**config.mk**
```make
export PLATFORM = sky130hd
export DESIGN_NAME = trace_addr_rx
export DESIGN_NICKNAME = d
export VERILOG_FILES = /design/src/rtl/trace_rx_pkg.sv /design/src/rtl/trace_cmd_decode.sv /design/src/rtl/trace_nib_insert.sv /design/src/rtl/trace_addr_rx.sv
export SDC_FILE = /design/constraint.sdc
export NUM_CORES = 1
export LEC_CHECK = 0
export CORE_ASPECT_RATIO = 1.4
export CORE_MARGIN = 2
export CORE_UTILIZATION = 38
export DETAILED_ROUTE_END_ITERATION = 10
export DONT_BUFFER_PORTS = 1
export GPL_ROUTABILITY_DRIVEN = 1
export HOLD_SLACK_MARGIN = 0.06
export MAX_ROUTING_LAYER = met4
export PLACE_DENSITY = 0.55
export SLEW_MARGIN = 20
export SYNTH_ARGS = -nofsm -noshare
export SYNTH_HDL_FRONTEND = slang
export SYNTH_SLANG_ARGS = --single-unit
```
**constraint.sdc**
```tcl
create_clock -name clk -period 3.09 [get_ports clk]
set_input_delay 0.927 -clock clk [delete_from_list [all_inputs] [get_ports clk]]
set_output_delay 0.927 -clock clk [all_outputs]
set_load 0.05 [all_outputs]
```
**src/rtl/trace_rx_pkg.sv**
```systemverilog
package trace_rx_pkg;
    localparam int NIB_W = 4;
    // Command nibbles carry 2'b10 in their top two bits; the low two bits give log2 of the length.
    localparam logic [1:0] CMD_TAG = 2'b10;
endpackage

```
**src/rtl/trace_cmd_decode.sv**
```systemverilog
module trace_cmd_decode
    import trace_rx_pkg::*;
#(
    parameter int NIB_CNT = 8,
    parameter int CNT_W   = 4
) (
    input  logic [NIB_W-1:0] cmd_i,
    output logic [CNT_W-1:0] len_o
);
    logic [CNT_W-1:0] raw_len;

    always_comb begin
        raw_len = CNT_W'(1) << cmd_i[1:0];
        if (cmd_i[NIB_W-1:NIB_W-2] != CMD_TAG || raw_len > CNT_W'(NIB_CNT))
            len_o = '0;
        else
            len_o = raw_len;
    end
endmodule

```
**src/rtl/trace_nib_insert.sv**
```systemverilog
module trace_nib_insert
    import trace_rx_pkg::*;
#(
    parameter int ADDR_W = 32,
    parameter int CNT_W  = 4
) (
    input  logic [ADDR_W-1:0] word_i,
    input  logic [CNT_W-1:0]  pos_i,
    input  logic [NIB_W-1:0]  nib_i,
    output logic [ADDR_W-1:0] word_o
);
    localparam int LANES = ADDR_W / NIB_W;

    for (genvar k = 0; k < LANES; k++) begin : g_lane
        assign word_o[k*NIB_W +: NIB_W] =
            (pos_i == CNT_W'(k)) ? nib_i : word_i[k*NIB_W +: NIB_W];
    end
endmodule

```
**src/rtl/trace_addr_rx.sv**
```systemverilog
module trace_addr_rx
    import trace_rx_pkg::*;
#(
    parameter int ADDR_W = 32
) (
    input  logic              clk,
    input  logic              rst_n,
    input  logic              sync_i,
    input  logic [NIB_W-1:0]  nib_i,
    output logic [ADDR_W-1:0] addr_o,
    output logic              addr_vld_o
);
    localparam int NIB_CNT = ADDR_W / NIB_W;
    localparam int CNT_W   = $clog2(NIB_CNT + 1);

    typedef struct packed {
        logic [CNT_W-1:0]  expn;
        logic [CNT_W-1:0]  cnt;
        logic              ovf;
        logic [ADDR_W-1:0] work;
        logic [ADDR_W-1:0] last;
        logic              vld;
    } rx_state_t;

    rx_state_t         st_d, st_q;
    logic [CNT_W-1:0]  cmd_len;
    logic [ADDR_W-1:0] merged;
    logic              done;

    trace_cmd_decode #(.NIB_CNT(NIB_CNT), .CNT_W(CNT_W)) u_dec (
        .cmd_i (nib_i),
        .len_o (cmd_len)
    );

    trace_nib_insert #(.ADDR_W(ADDR_W), .CNT_W(CNT_W)) u_ins (
        .word_i (st_q.work),
        .pos_i  (st_q.cnt),
        .nib_i  (nib_i),
        .word_o (merged)
    );

    always_comb begin
        st_d     = st_q;
        st_d.vld = 1'b0;
        done     = 1'b0;
        if (sync_i) begin
            done = (st_q.expn != '0) && (st_q.cnt == st_q.expn) && !st_q.ovf;
            if (done) begin
                st_d.last = st_q.work;
                st_d.vld  = 1'b1;
            end
            st_d.work = done ? st_q.work : st_q.last;
            st_d.cnt  = '0;
            st_d.ovf  = 1'b0;
            st_d.expn = cmd_len;
        end else if (st_q.expn != '0) begin
            if (st_q.cnt < st_q.expn) begin
                st_d.work = merged;
                st_d.cnt  = st_q.cnt + CNT_W'(1);
            end else begin
                st_d.ovf = 1'b1;
            end
        end
    end

    always_ff @(posedge clk) begin
        if (!rst_n) st_q <= '0;
        else        st_q <= st_d;
    end

    assign addr_o     = st_q.last;
    assign addr_vld_o = st_q.vld;
endmodule

```
### Yosys cells after proc, flatten, opt, wreduce, memory -nomap -nowiden

Cells that the tools add are included.

* eq/ne operators: 10
* $lt $le $gt $ge: 2
* bitwise gates (word level): 2
* muxes and demuxes: 14
* shift operators: 1
* $add $sub $neg: 1
* reductions and logical operators: 29

Operator list (number)
* two-way mux 32 bit: 4
* two-way mux 4 bit: 9
* AND reduction 4 bit: 8
* nonzero test 2 bit: 10
* equality test 4 x 3 -> 1 bit (second input constant): 4
* equality test 4 x 2 -> 1 bit (second input constant): 2
* AND reduction 2 bit: 4
* adder 4 x 1 -> 4 bit (second input constant): 1
* equality test 4 x 1 -> 1 bit (second input constant): 1
* equality test 4 bit: 1
* > comparator 4 bit (second input constant): 1
* zero test 4 bit: 1
* < comparator 4 bit: 1
* != test 2 bit (second input constant): 2
* nonzero test 4 bit: 1
* << shifter 1 x 2 -> 4 bit (first input constant): 1
* logical AND 1 bit: 2
* NOT 1 bit: 2
* OR reduction 2 bit: 1
* zero test 1 bit: 1
* logical OR 1 bit: 1
* two-way mux 1 bit: 1

* flip-flop bits (word level): 74
* output and inout port bits: 33
* logic and storage cells: 72
* bits of input ports: 7

### Longest topological paths before layout

Gate-level depths: netlist (run 1).

* depth in word-level cells: 5
* gate-level depth with buffers: 8
* depth with buffers taken out: 7

### Cells and area by module

Synthesis (run 1) repeated with hierarchy kept, for this count alone.

* cells, all modules: 422
* area total of the unflattened synthesis: 3990.1 sq um

By module, submodules not included
* trace_addr_rx: times used 1, cells an instance 377, sequential area each 1481.4 sq um, area each 3435.8 sq um
* trace_nib_insert: times used 1, cells an instance 41, sequential area each 0.0 sq um, area each 504.2 sq um
* trace_cmd_decode: times used 1, cells an instance 4, sequential area each 0.0 sq um, area each 50.0 sq um

### Worst setup path after synthesis (run 1)

OpenSTA, ideal clock, no wires.

* kind: input to register
* start point: in sync_i
* end point: reg st_q[55] (netlist name)
* cell stages on the path: 7
* data required time: 2.971 ns
* arrival: 2.168 ns
* buffers on the path: 2
* setup slack: 0.803 ns
* library setup time: 0.119 ns
* path through: buf_6 nand2b_2 or4_4 buf_6 o21ai_4 nor2_2 o2bb2a_2

* cells in the longest elaborated chain, start to end: 2
* elaborated cells on any way between the ends: 6
* those cells by class: eq/ne: 1; mux: 1; reduce/logical: 4

Ends and longest elaborated chain
* start: declaration: line trace_addr_rx.sv:8 `input logic sync_i,`
* != test 2 bit (no line) / nonzero test 2 bit (equally long branches)
* AND reduction 4 bit (no line)
* end signal: assignment: line trace_addr_rx.sv:68 `else st_q <= st_d;`
* end: declaration: line trace_addr_rx.sv:25 `rx_state_t st_d, st_q;`

Parallel ways exist; a longest one is shown, timed or not.
A chain may end at the register's enable or synchronous reset.

### Worst setup path after layout (run 1)

* start point: reg st_q[73] (netlist name)
* end point: reg st_q[35] (netlist name)

* cells in the longest elaborated chain, start to end: 5
* elaborated cells on any way between the ends: 9
* those cells by class: order compare: 1; eq/ne: 2; reduce/logical: 6

Ends and longest elaborated chain
* equality test 4 bit / nonzero test 4 bit (equally long branches): line trace_addr_rx.sv:47, trace_addr_rx.sv:56
* logical AND 1 bit (2 in series): line trace_addr_rx.sv:47 `done = (st_q.expn != '0) && (st_q.cnt == st_q.expn) && !st_q.ovf;`
* != test 2 bit (no line)
* AND reduction 4 bit (no line) *

Mark *: on every way between the ends. The rest lies on a longest branch, timed or not.

==> metrics.cfg, run 1 <==
[status]
outcome = finished clean

[global_routing]
grt_pass1_wl_um = 12900
grt_pass1_vias = 2471
grt.total_usage_pct = 16.5
antenna_found_initial = 0
grt_max_degree = 69
overflow = 0

[min_path]
hp-class = flip-flop to flip-flop
min_from = st_q[59]$_SDFFE_PN0P_

[power]
total_power_mw = 2.31
cellLeakagePower_nw = 1.34
power_density_mw_per_mm2 = 608
vdd_ir_drop_max_mv = 0.292

[sta]
finClkSkew_ns = 0.00510
worst_slew_pin_slew_ns = 0.609
drv_slew = 0
setup_viol = 0
hold_violations = 0
post-route-period-util_pct = 80.4
rsz0062_at_grt = no
hold_ws_ns = 0.457
slew_headroom_pct = 58.9
fin_tns_setup_ns = 0
fin_crit_ns = 2.48
max_freq_ghz = 0.403

[logic_synthesis]
synthAdderAreaFrac_pct = 2.75
avgSynthCellArea_um2 = 8.97
synth_edf_count = 0
yosys_most_used_dff = dfxtp_1
syn_nets = 421
synth-compound-area-share_pct = 26.9
synth_mux_area_share_pct = 0
synth_area_mm2 = 0.00364
yosysWarnings = 0
synthDistinctLibCells = 40
synthCells = 406
synthXorXnorAreaFrac_pct = 0.721
synth_top_family_by_area = compound AO/OA/AOI/OAI gates
synth_seq_cells = 74
synthArstFlopShare_pct = 0
synth_seq_area_share_pct = 40.7
synthSimpleGateAreaFrac_pct = 18.8

[drt]
wl_per_cell_um = 16.2
dr.first_iter.drc_count = 136
ant_nets = 0
drt_wl_total_um = 7810
vias = 2534
vias_per_cell = 5.26
drcViolationCount = 0
firstDrtPassIters = 4

[place]
numPortBuffers = 0
place_hpwl_um = 5160
dpl.cell_count = 466
dpl_cell_area_mm2 = 0.00347
gp_congestion = 0.759

[die]
die_h_um = 120
core_mm2 = 0.00941
initial_core_util_pct = 38.7
io_pins = 40
die_area_mm2 = 0.0104
num_rows = 42
die_w_um = 86.7

[setup_path]
cp-startpoint = st_q[73]$_SDFFE_PN0P_
path_delay_family = simple AND/OR/NAND/NOR gates
arrival_ns = 2.77
r2r-start = st_q[73]$_SDFFE_PN0P_
slowest_delay_ns = 0.83
worstPathMaxFanout = 40
critPathKind = flip-flop to flip-flop
critical_path_required_ns = 3.37
crit_path_cell_trace = inv_1 > ha_1 > nand2_1 > or4_4 > o21ai_2 > o21ai_0 > o2bb2a_4
cpMaxStageDelayCell = or4_4
cp-start-kind = flip-flop
crit_buf_inv = 1
crit_path_end_kind = flip-flop

[clock_tree]
postCtsHoldBufs = 0
clk_latency_ns = 0.33
clkTransAtPathRegs_ns = 0.06
cts_resized = 0
cts_buffers = 9
cts_tree = yes
post-cts-setup-buffers = 0
root_buffer = clkbuf_16
h-tree-depth = 3
cts.sinks = 74
cts.path.max_buffers = 2

[finish]
multi_input_area_mm2 = 0.00180
final_cell_mix = nand2_1 (76), dfxtp_1 (74), o21ai_0 (38), and2_1 (33), a21boi_0 (27)
drive_gt1_share_pct = 13.4
final_common_cell = nand2_1
nNetsFinal = 382
final_cell_count_no_fill = 482
diodes = 0
fin_area_mm2 = 0.00380
fill_cells = 941
seqCellArea_mm2 = 0.00148
areaGrowthSynthToFinish_pct = 4.33

[job]
max_cap_viol_count = 0

layout make-up:
type                       instances  share of cell area (%)
clock inverter                     4                    1.94
timing repair buffer               2                   0.395
sequential                        74                    39.0
clock buffer                      12                    6.75
tap                              110                    3.62
inverter                           9                   0.889
multi-input combinational        271                    47.4
worst reg2reg max path: stages (launching register included):
cell,delay (ns)
dfxtp_1,0.37
inv_1,0.09
ha_1,0.29
nand2_1,0.11
or4_4,0.83
o21ai_2,0.34
o21ai_0,0.19
o2bb2a_4,0.22
report_power, final:
part,switching (mW),internal (mW)
combinational,0.0743,0.0683
sequential,0.0348,0.990
clock,0.393,0.751
registers in the layout, summed over array words and instances (netlist names):
signal / count
addr_vld_o: 1
st_q: 41
addr_o: 32
cells in the mapped netlist, types with 5 or more instances:
cell	number	area [um2]
nand2_1	76	285
dfxtp_1	74	1480
o21ai_0	38	190
and2_1	33	206
buf_4	32	240
a21boi_0	27	203
a2bb2oi_1	24	210
clkbuf_1	14	52.6
inv_1	9	33.8
ha_1	8	100
nor2_2	8	50.1
o2bb2a_4	7	140
nor2_1	6	22.5
o21ai_2	6	52.6
a21boi_1	5	37.5
final timing paths:
check | end | slack (ns) | cells past startpoint
max | st_q[35]$_SDFFE_PN0P_ | 0.61 | 7
min | addr_o[26]$_SDFFE_PN0P_ | 0.46 | 2
max reg2reg | st_q[35]$_SDFFE_PN0P_ | 0.61 | 7
min reg2reg | addr_o[26]$_SDFFE_PN0P_ | 0.46 | 2
kinds of logic after synthesis:
| logic type | after synthesis |
|---|---|
| AND/OR/NAND/NOR | 138 |
| AO/OA/AOI/OAI | 122 |
| flip-flops | 74 |
| buffers and inverters | 61 |
| adder cells (fa/ha/maj) | 8 |
| XOR/XNOR | 3 |
stage by stage:
step | setup WS, ns | utilization (%)
floorplan | 0.803 | -
global placement | 0.593 | 36.9
detailed placement | 0.559 | 36.9
CTS | 0.633 | 40.4
global route | 0.479 | 40.4
finish | 0.606 | 40.4
metal layers:
| metal | GRT usage (%) | vias to the layer above | share of wire (%) |
|---|---|---|---|
| li1 | - | 1282 | - |
| met1 | 18.9 | 1194 | 43 |
| met2 | 25.8 | 42 | 50 |
| met3 | 4.61 | 16 | 4.1 |
| met4 | 8.98 | 0 | 2.8 |
| met5 | - | - | 0 |
(Power assumes the default switching activity.)
==> inputs of run 2 (changes only) <==
--- a/config.mk
+++ b/config.mk
@@ -13,7 +13,7 @@
 export GPL_ROUTABILITY_DRIVEN = 1
 export HOLD_SLACK_MARGIN = 0.06
 export MAX_ROUTING_LAYER = met4
-export PLACE_DENSITY = 0.55
+export PLACE_DENSITY = 0.57
 export SLEW_MARGIN = 20
 export SYNTH_ARGS = -nofsm -noshare
 export SYNTH_HDL_FRONTEND = slang
==> constraint.sdc (replaced) <==
create_clock -name clk -period 2 [get_ports clk]
set_input_delay 0.6 -clock clk [delete_from_list [all_inputs] [get_ports clk]]
set_output_delay 0.6 -clock clk [all_outputs]
set_load 0.05 [all_outputs]
==> run 2 against run 1 <==
Sequential power is 55% higher; total power is 55% higher; worst hold slack worse by 0.10 ns; final area is 11% higher; count of clock-buffer cells in the layout is 2 higher; register-to-register slack worse by 0.59 ns; global-route usage is 1.2 points higher; cell count is 6.6% higher; first-iteration DRC count is 21% lower; via count is 5.8% higher; highest routed layer unchanged.
==> metrics.cfg, run 2 (synthesis gave the netlist of run 1 again) <==
[finish]
final_common_cell = nand2_1  ; unchanged
areaGrowthSynthToFinish_pct = 15.6  ; was 4.33%
final_core_utilization_pct = 44.7  ; was 40.4%
final_cell_mix = nand2_1 (74), dfxtp_1 (70), and2_1 (33), buf_4 (33), a21boi_0 (27)  ; was nand2_1 (76), dfxtp_1 (74), o21ai_0 (38), and2_1 (33), a21boi_0 (27)
diodes = 0  ; unchanged
top_register = st_q  ; unchanged
fill_cells = 890  ; was 941
drive_gt1_share_pct = 26.0  ; was 13.4%
largest_register_ff_count = 41  ; unchanged
nNetsFinal = 414  ; was 382

[sta]
setup_ws_ns = 0.0142  ; was 0.606 ns
drv_slew = 0  ; unchanged
hold_violations = 0  ; unchanged
post-route-period-util_pct = 99.3  ; was 80.4%
max_freq_ghz = 0.504  ; was 0.403 GHz
rsz0062_at_grt = yes  ; was no
worst_slew_pin_slew_ns = 0.567  ; was 0.609 ns
setup_viol = 0  ; unchanged
fin_crit_ns = 1.99  ; was 2.48 ns
slew_headroom_pct = 62.2  ; was 58.9%
finClkSkew_ns = 0.00688  ; was 0.00510 ns

[setup_path]
critical_path_required_ns = 2.23  ; was 3.37 ns
arrival_ns = 2.21  ; was 2.77 ns
r2r-start = st_q[73]$_SDFFE_PN0P_  ; unchanged
r2r_cells = 7  ; unchanged
cp-start-kind = flip-flop  ; unchanged
critPathKind = flip-flop to flip-flop  ; unchanged
timing.rr.end = st_q[60]$_SDFFE_PN0P_  ; was st_q[35]$_SDFFE_PN0P_
worstPathMaxFanout = 5  ; was 40
rrSetupSlack_ns = 0.01  ; was 0.61 ns
crit_path_end_kind = flip-flop  ; unchanged

[place]
numPortBuffers = 0  ; unchanged
place_hpwl_um = 5420  ; was 5160 um
dpl_worst_slack_ns = -0.139  ; was 0.559 ns
gp_congestion = 0.769  ; was 0.759

[job]
max_cap_viol_count = 0  ; unchanged

[die]
core_mm2 = 0.00941  ; unchanged
io_pins = 40  ; unchanged
die_w_um = 86.7  ; unchanged
num_rows = 42  ; unchanged
die_h_um = 120  ; unchanged
initial_core_util_pct = 38.7  ; unchanged
die_area_mm2 = 0.0104  ; unchanged

[global_routing]
grt_max_degree = 69  ; unchanged
grt.total_usage_pct = 17.6  ; was 16.5%
grtUsageMet2_pct = 29.0  ; was 25.8%
grt_util_met3_pct = 5.78  ; was 4.61%
overflow = 0  ; unchanged
grt_pass1_wl_um = 13900  ; was 12,900 um
grt_pass1_vias = 2755  ; was 2,471
grt_busiest_layer = met2  ; unchanged
antenna_found_initial = 0  ; unchanged
met1_usage_pct = 20.1  ; was 18.9%

[clock_tree]
postCtsHoldBufs = 0  ; unchanged
cts.path.max_buffers = 2  ; unchanged
clk_latency_ns = 0.33  ; about the same
clkTransAtPathRegs_ns = 0.06  ; about the same
h-tree-depth = 3  ; unchanged
cts.sinks = 74  ; unchanged
cts_buffers = 9  ; unchanged
root_buffer = clkbuf_16  ; unchanged
cts_tree = yes  ; unchanged

[power]
cellLeakagePower_nw = 1.52  ; was 1.34 nW
pwr-share-comb_pct = 8.1  ; was 6.2%
intPower_mw = 2.81  ; was 1.81 mW
power_density_mw_per_mm2 = 853  ; was 608 mW/mm2
p_switching_mw = 0.781  ; was 0.502 mW
vdd_ir_drop_max_mv = 0.502  ; was 0.292 mV
p_seq_share_pct = 44.1  ; was 44.3%
power_switching_share_pct = 21.8  ; was 21.7%
total_power_mw = 3.59  ; was 2.31 mW
p_clk_share_pct = 47.9  ; was 49.5%

[drt]
firstDrtPassIters = 4  ; unchanged
wl_per_cell_um = 16.2  ; about the same
ant_nets = 0  ; unchanged
dr.first_iter.drc_count = 108  ; was 136
vias_per_cell = 5.22  ; was 5.26
vias = 2681  ; was 2,534
drcViolationCount = 0  ; unchanged
drt_wl_total_um = 8310  ; was 7810 um

[min_path]
worstHoldPathCells = 1  ; was 2
whs_endpoint = st_q[70]$_SDFFE_PN0P_  ; was addr_o[26]$_SDFFE_PN0P_
min_from = nib_i[0]  ; was st_q[59]$_SDFFE_PN0P_
hp-class = input port to flip-flop  ; was flip-flop to flip-flop

[status]
outcome = finished clean  ; unchanged

-- run 2: layout make-up --
type / instances / area [um2] / share of cell area [%]
clock buffers: 14 / 254 / 6.03
clock inverters: 2 / 60.1 / 1.43
inverters: 9 / 33.8 / 0.803
multi-input cells: 272 / 1990 / 47.3
flip-flops and latches: 74 / 1490 / 35.3
well taps: 110 / 138 / 3.27
repair buffers: 33 / 248 / 5.89
-- run 2: worst max path at each step --
stage,from,endpoint,cells past startpoint
after floorplan,st_q[73]$_SDFFE_PN0P_,st_q[35]$_SDFFE_PN0P_,7
after global placement,st_q[73]$_SDFFE_PN0P_,st_q[35]$_SDFFE_PN0P_,7
after detailed placement,st_q[73]$_SDFFE_PN0P_,st_q[35]$_SDFFE_PN0P_,7
after CTS,st_q[71]$_SDFFE_PN0P_,st_q[45]$_SDFFE_PN0P_,7
after global routing,st_q[73]$_SDFFE_PN0P_,st_q[53]$_SDFFE_PN0P_,8
final,st_q[73]$_SDFFE_PN0P_,st_q[60]$_SDFFE_PN0P_,7
-- run 2: what timing repair did --
action                     4_1_cts  5_1_grt
setup endpoints to repair       32       32
buffers inserted                 0        2
gates resized for setup         10       58
pin swaps                        1       25
cloned                           1        0
-- run 2: routing by layer --
| layer | up-vias | part of all wire [%] |
|---|---|---|
| met5 | - | 0 |
| met4 | 0 | 1.6 |
| met3 | 8 | 4.0 |
| met2 | 42 | 52 |
| met1 | 1278 | 43 |
| li1 | 1353 | - |
-- run 2: power by group through the flow --
stage / clock (mW) / combinational, mW / sequential (mW)
floorplan: 0 / 0.236 / 1.59
global placement: 0 / 0.252 / 1.61
detailed placement: 0 / 0.256 / 1.61
CTS: 1.75 / 0.266 / 1.58
global route: 1.84 / 0.315 / 1.59
finish: 1.72 / 0.290 / 1.58
-- run 2: critical path, stage by stage, from the launching register on --
cell	delay [ns]
dfxtp_1	0.30
buf_4	0.13
nor4_4	0.53
nor2b_4	0.13
buf_4	0.17
a31oi_4	0.26
nor2_2	0.13
o2bb2a_4	0.23
-- run 2: through the flow --
step	TNS, ns	instance area (um2)	std cells	hold slack, ns
CTS	0	4040	512	0.351
global route	-1.41	4210	514	0.364
finish	0	4210	514	0.355
global placement	-0.716	3700	495	0.446
floorplan	0	3660	406	0.431
detailed placement	-1.73	3700	495	0.451
==> inputs of run 3 (changes only) <==
--- a/config.mk
+++ b/config.mk
@@ -11,9 +11,10 @@
 export DETAILED_ROUTE_END_ITERATION = 10
 export DONT_BUFFER_PORTS = 1
 export GPL_ROUTABILITY_DRIVEN = 1
-export HOLD_SLACK_MARGIN = 0.06
+export HOLD_SLACK_MARGIN = 0.03
 export MAX_ROUTING_LAYER = met4
 export PLACE_DENSITY = 0.57
+export REMOVE_ABC_BUFFERS = 1
 export SLEW_MARGIN = 20
 export SYNTH_ARGS = -nofsm -noshare
 export SYNTH_HDL_FRONTEND = slang
==> run 3 against run 2 <==
Register-to-register slack better by 0.04 ns; cell count is 0.19% lower; sequential cell count is the same; maximum frequency is 2.1% higher; critical path depth is 2 higher; via count down 0.45%; critical path type unchanged; largest power group unchanged.
==> metrics.cfg, run 3 (synthesis gave the netlist of run 1 again) <==
[status]
outcome = finished clean  ; unchanged

[place]
place_hpwl_um = 5590  ; was 5420 um
numPortBuffers = 0  ; unchanged
dpl.cell_count = 495  ; unchanged
gp_congestion = 0.768  ; was 0.769

[power]
intPower_mw = 2.95  ; was 2.81 mW
p_seq_share_pct = 42.3  ; was 44.1%
p_switching_mw = 0.789  ; was 0.781 mW
cellLeakagePower_nw = 1.51  ; was 1.52 nW
vdd_ir_drop_max_mv = 0.425  ; was 0.502 mV
pwr-share-comb_pct = 7.3  ; was 8.1%
power_switching_share_pct = 21.1  ; was 21.8%
power_density_mw_per_mm2 = 896  ; was 853 mW/mm2
p_clk_share_pct = 50.4  ; was 47.9%

[setup_path]
critPathKind = flip-flop to flip-flop  ; unchanged
critical_path_required_ns = 2.23  ; about the same
arrival_ns = 2.17  ; was 2.21 ns
r2r_cells = 9  ; was 7
worstPathMaxFanout = 4  ; was 5
cp-start-kind = flip-flop  ; unchanged
crit_path_end_kind = flip-flop  ; unchanged

[finish]
final_cell_count_no_fill = 513  ; was 514
drive_gt1_share_pct = 24.3  ; was 26.0%
nNetsFinal = 413  ; was 414
areaGrowthSynthToFinish_pct = 14.6  ; was 15.6%
largest_register_ff_count = 41  ; unchanged
fill_cells = 912  ; was 890
final_common_cell = nand2_1  ; unchanged
final_cell_mix = nand2_1 (74), dfxtp_1 (72), and2_1 (33), buf_4 (32), a21boi_0 (27)  ; was nand2_1 (74), dfxtp_1 (70), and2_1 (33), buf_4 (33), a21boi_0 (27)
final_core_utilization_pct = 44.4  ; was 44.7%
top_register = st_q  ; unchanged
diodes = 0  ; unchanged

[clock_tree]
cts_buffers = 9  ; unchanged
clkTransAtPathRegs_ns = 0.06  ; about the same
cts.path.max_buffers = 2  ; unchanged
postCtsHoldBufs = 0  ; unchanged
root_buffer = clkbuf_16  ; unchanged
h-tree-depth = 3  ; unchanged
cts_tree = yes  ; unchanged
clk_latency_ns = 0.33  ; about the same
cts.sinks = 74  ; unchanged

[global_routing]
grt_pass1_vias = 2697  ; was 2,755
grt_max_degree = 69  ; unchanged
antenna_found_initial = 0  ; unchanged
overflow = 0  ; unchanged
grt_pass1_wl_um = 13900  ; about the same
grt.total_usage_pct = 17.6  ; about the same

[die]
num_rows = 42  ; unchanged
die_area_mm2 = 0.0104  ; unchanged
die_h_um = 120  ; unchanged
io_pins = 40  ; unchanged
initial_core_util_pct = 38.7  ; unchanged
die_w_um = 86.7  ; unchanged
core_mm2 = 0.00941  ; unchanged

[min_path]
worstHoldPathCells = 1  ; unchanged
hp-class = input port to flip-flop  ; unchanged

[drt]
drcViolationCount = 0  ; unchanged
vias = 2669  ; was 2,681
vias_per_cell = 5.20  ; was 5.22
drt_wl_total_um = 8360  ; was 8310 um
ant_nets = 0  ; unchanged
dr.first_iter.drc_count = 107  ; was 108
wl_per_cell_um = 16.3  ; was 16.2 um
firstDrtPassIters = 4  ; unchanged

[sta]
fin_crit_ns = 1.95  ; was 1.99 ns
rsz0062_at_grt = yes  ; unchanged
post-route-period-util_pct = 97.3  ; was 99.3%
drv_slew = 0  ; unchanged
slew_headroom_pct = 62.2  ; about the same
finClkSkew_ns = 0.00471  ; was 0.00688 ns
setup_viol = 0  ; unchanged
hold_violations = 0  ; unchanged
worst_slew_pin_slew_ns = 0.566  ; was 0.567 ns
max_freq_ghz = 0.514  ; was 0.504 GHz
fin_tns_setup_ns = 0  ; unchanged

[job]
max_cap_viol_count = 0  ; unchanged

==> run 3: changes by cell type in the layout (fill, tap and decap cells not counted), moves of 2 or more <==
cell       delta
a2bb2oi_1     +2
a2bb2oi_2     -2
clkbuf_1      -4
clkinv_2      +2
dfxtp_1       +2
dfxtp_2       -2
nor2b_2       +2
o21ai_0       +3
o21ai_1       +3
o21ai_2       -5
==> run 3: power by group through the flow <==
| stage | sequential, mW | combinational [mW] | clock, mW |
|---|---|---|---|
| 4_1_cts | 1.58 | 0.263 | 1.92 |
| 6_report | 1.58 | 0.274 | 1.88 |
| 2_1_floorplan | 1.60 | 0.176 | 0 |
| 3_5_place_dp | 1.61 | 0.253 | 0 |
| 3_3_place_gp | 1.61 | 0.248 | 0 |
| 5_1_grt | 1.59 | 0.297 | 2.00 |
==> run 3: worst max-delay path: stages (launching register included) <==
cell      delay [ns]
dfxtp_2         0.32
inv_1           0.07
ha_4            0.28
nand2_4         0.05
buf_4           0.14
o21bai_4        0.19
buf_4           0.17
a31oi_4         0.26
nor2_2          0.13
o2bb2a_4        0.23
==> run 3: cell type report <==
cell class | instances | area [um2] | area share (%)
repair buffers | 32 | 240 | 5.76
clock inverters | 5 | 100 | 2.40
inverters | 9 | 33.8 | 0.809
flip-flops and latches | 74 | 1480 | 35.6
well taps | 110 | 138 | 3.30
clock buffers | 11 | 253 | 6.06
multi-input cells | 272 | 1930 | 46.1
==> run 3: timing repair <==
item / 4_1_cts / 5_1_grt
hold endpoints to repair: 0 / 0
setup endpoints to repair: 33 / 31
cloned: 1 / 0
gates resized for setup: 9 / 42
buffers inserted: 0 / 1
pin swaps: 2 / 19
==> run 3: layer usage <==
metal	share of wire (%)	GRT usage (%)	routed length, um	vias to the layer above
met1	46	21.9	3810	1284
met2	50	27.9	4190	38
li1	-	-	-	1338
met5	0	-	0	-
met3	2.4	3.71	202	9
met4	1.9	7.03	155	0
==> run 3: final timing paths <==
kind / from / slack (ns) / to
hold / removal: nib_i[0] / 0.37 / st_q[70]$_SDFFE_PN0P_
setup reg to reg: st_q[72]$_SDFFE_PN0P_ / 0.05 / st_q[50]$_SDFFE_PN0P_
setup / recovery: st_q[72]$_SDFFE_PN0P_ / 0.05 / st_q[50]$_SDFFE_PN0P_
hold reg to reg: st_q[57]$_SDFFE_PN0P_ / 0.45 / addr_o[24]$_SDFFE_PN0P_
==> run 3: through the flow <==
stage	worst slack (ns)	hold slack (ns)	instance area, um2	total power [mW]
final	0.0543	0.367	4170	3.74
after floorplan	-0.549	0.431	3310	1.78
after global routing	-0.0268	0.359	4170	3.88
after global placement	-0.150	0.448	3690	1.86
after detailed placement	-0.189	0.452	3690	1.87
after CTS	0.0104	0.364	4100	3.77
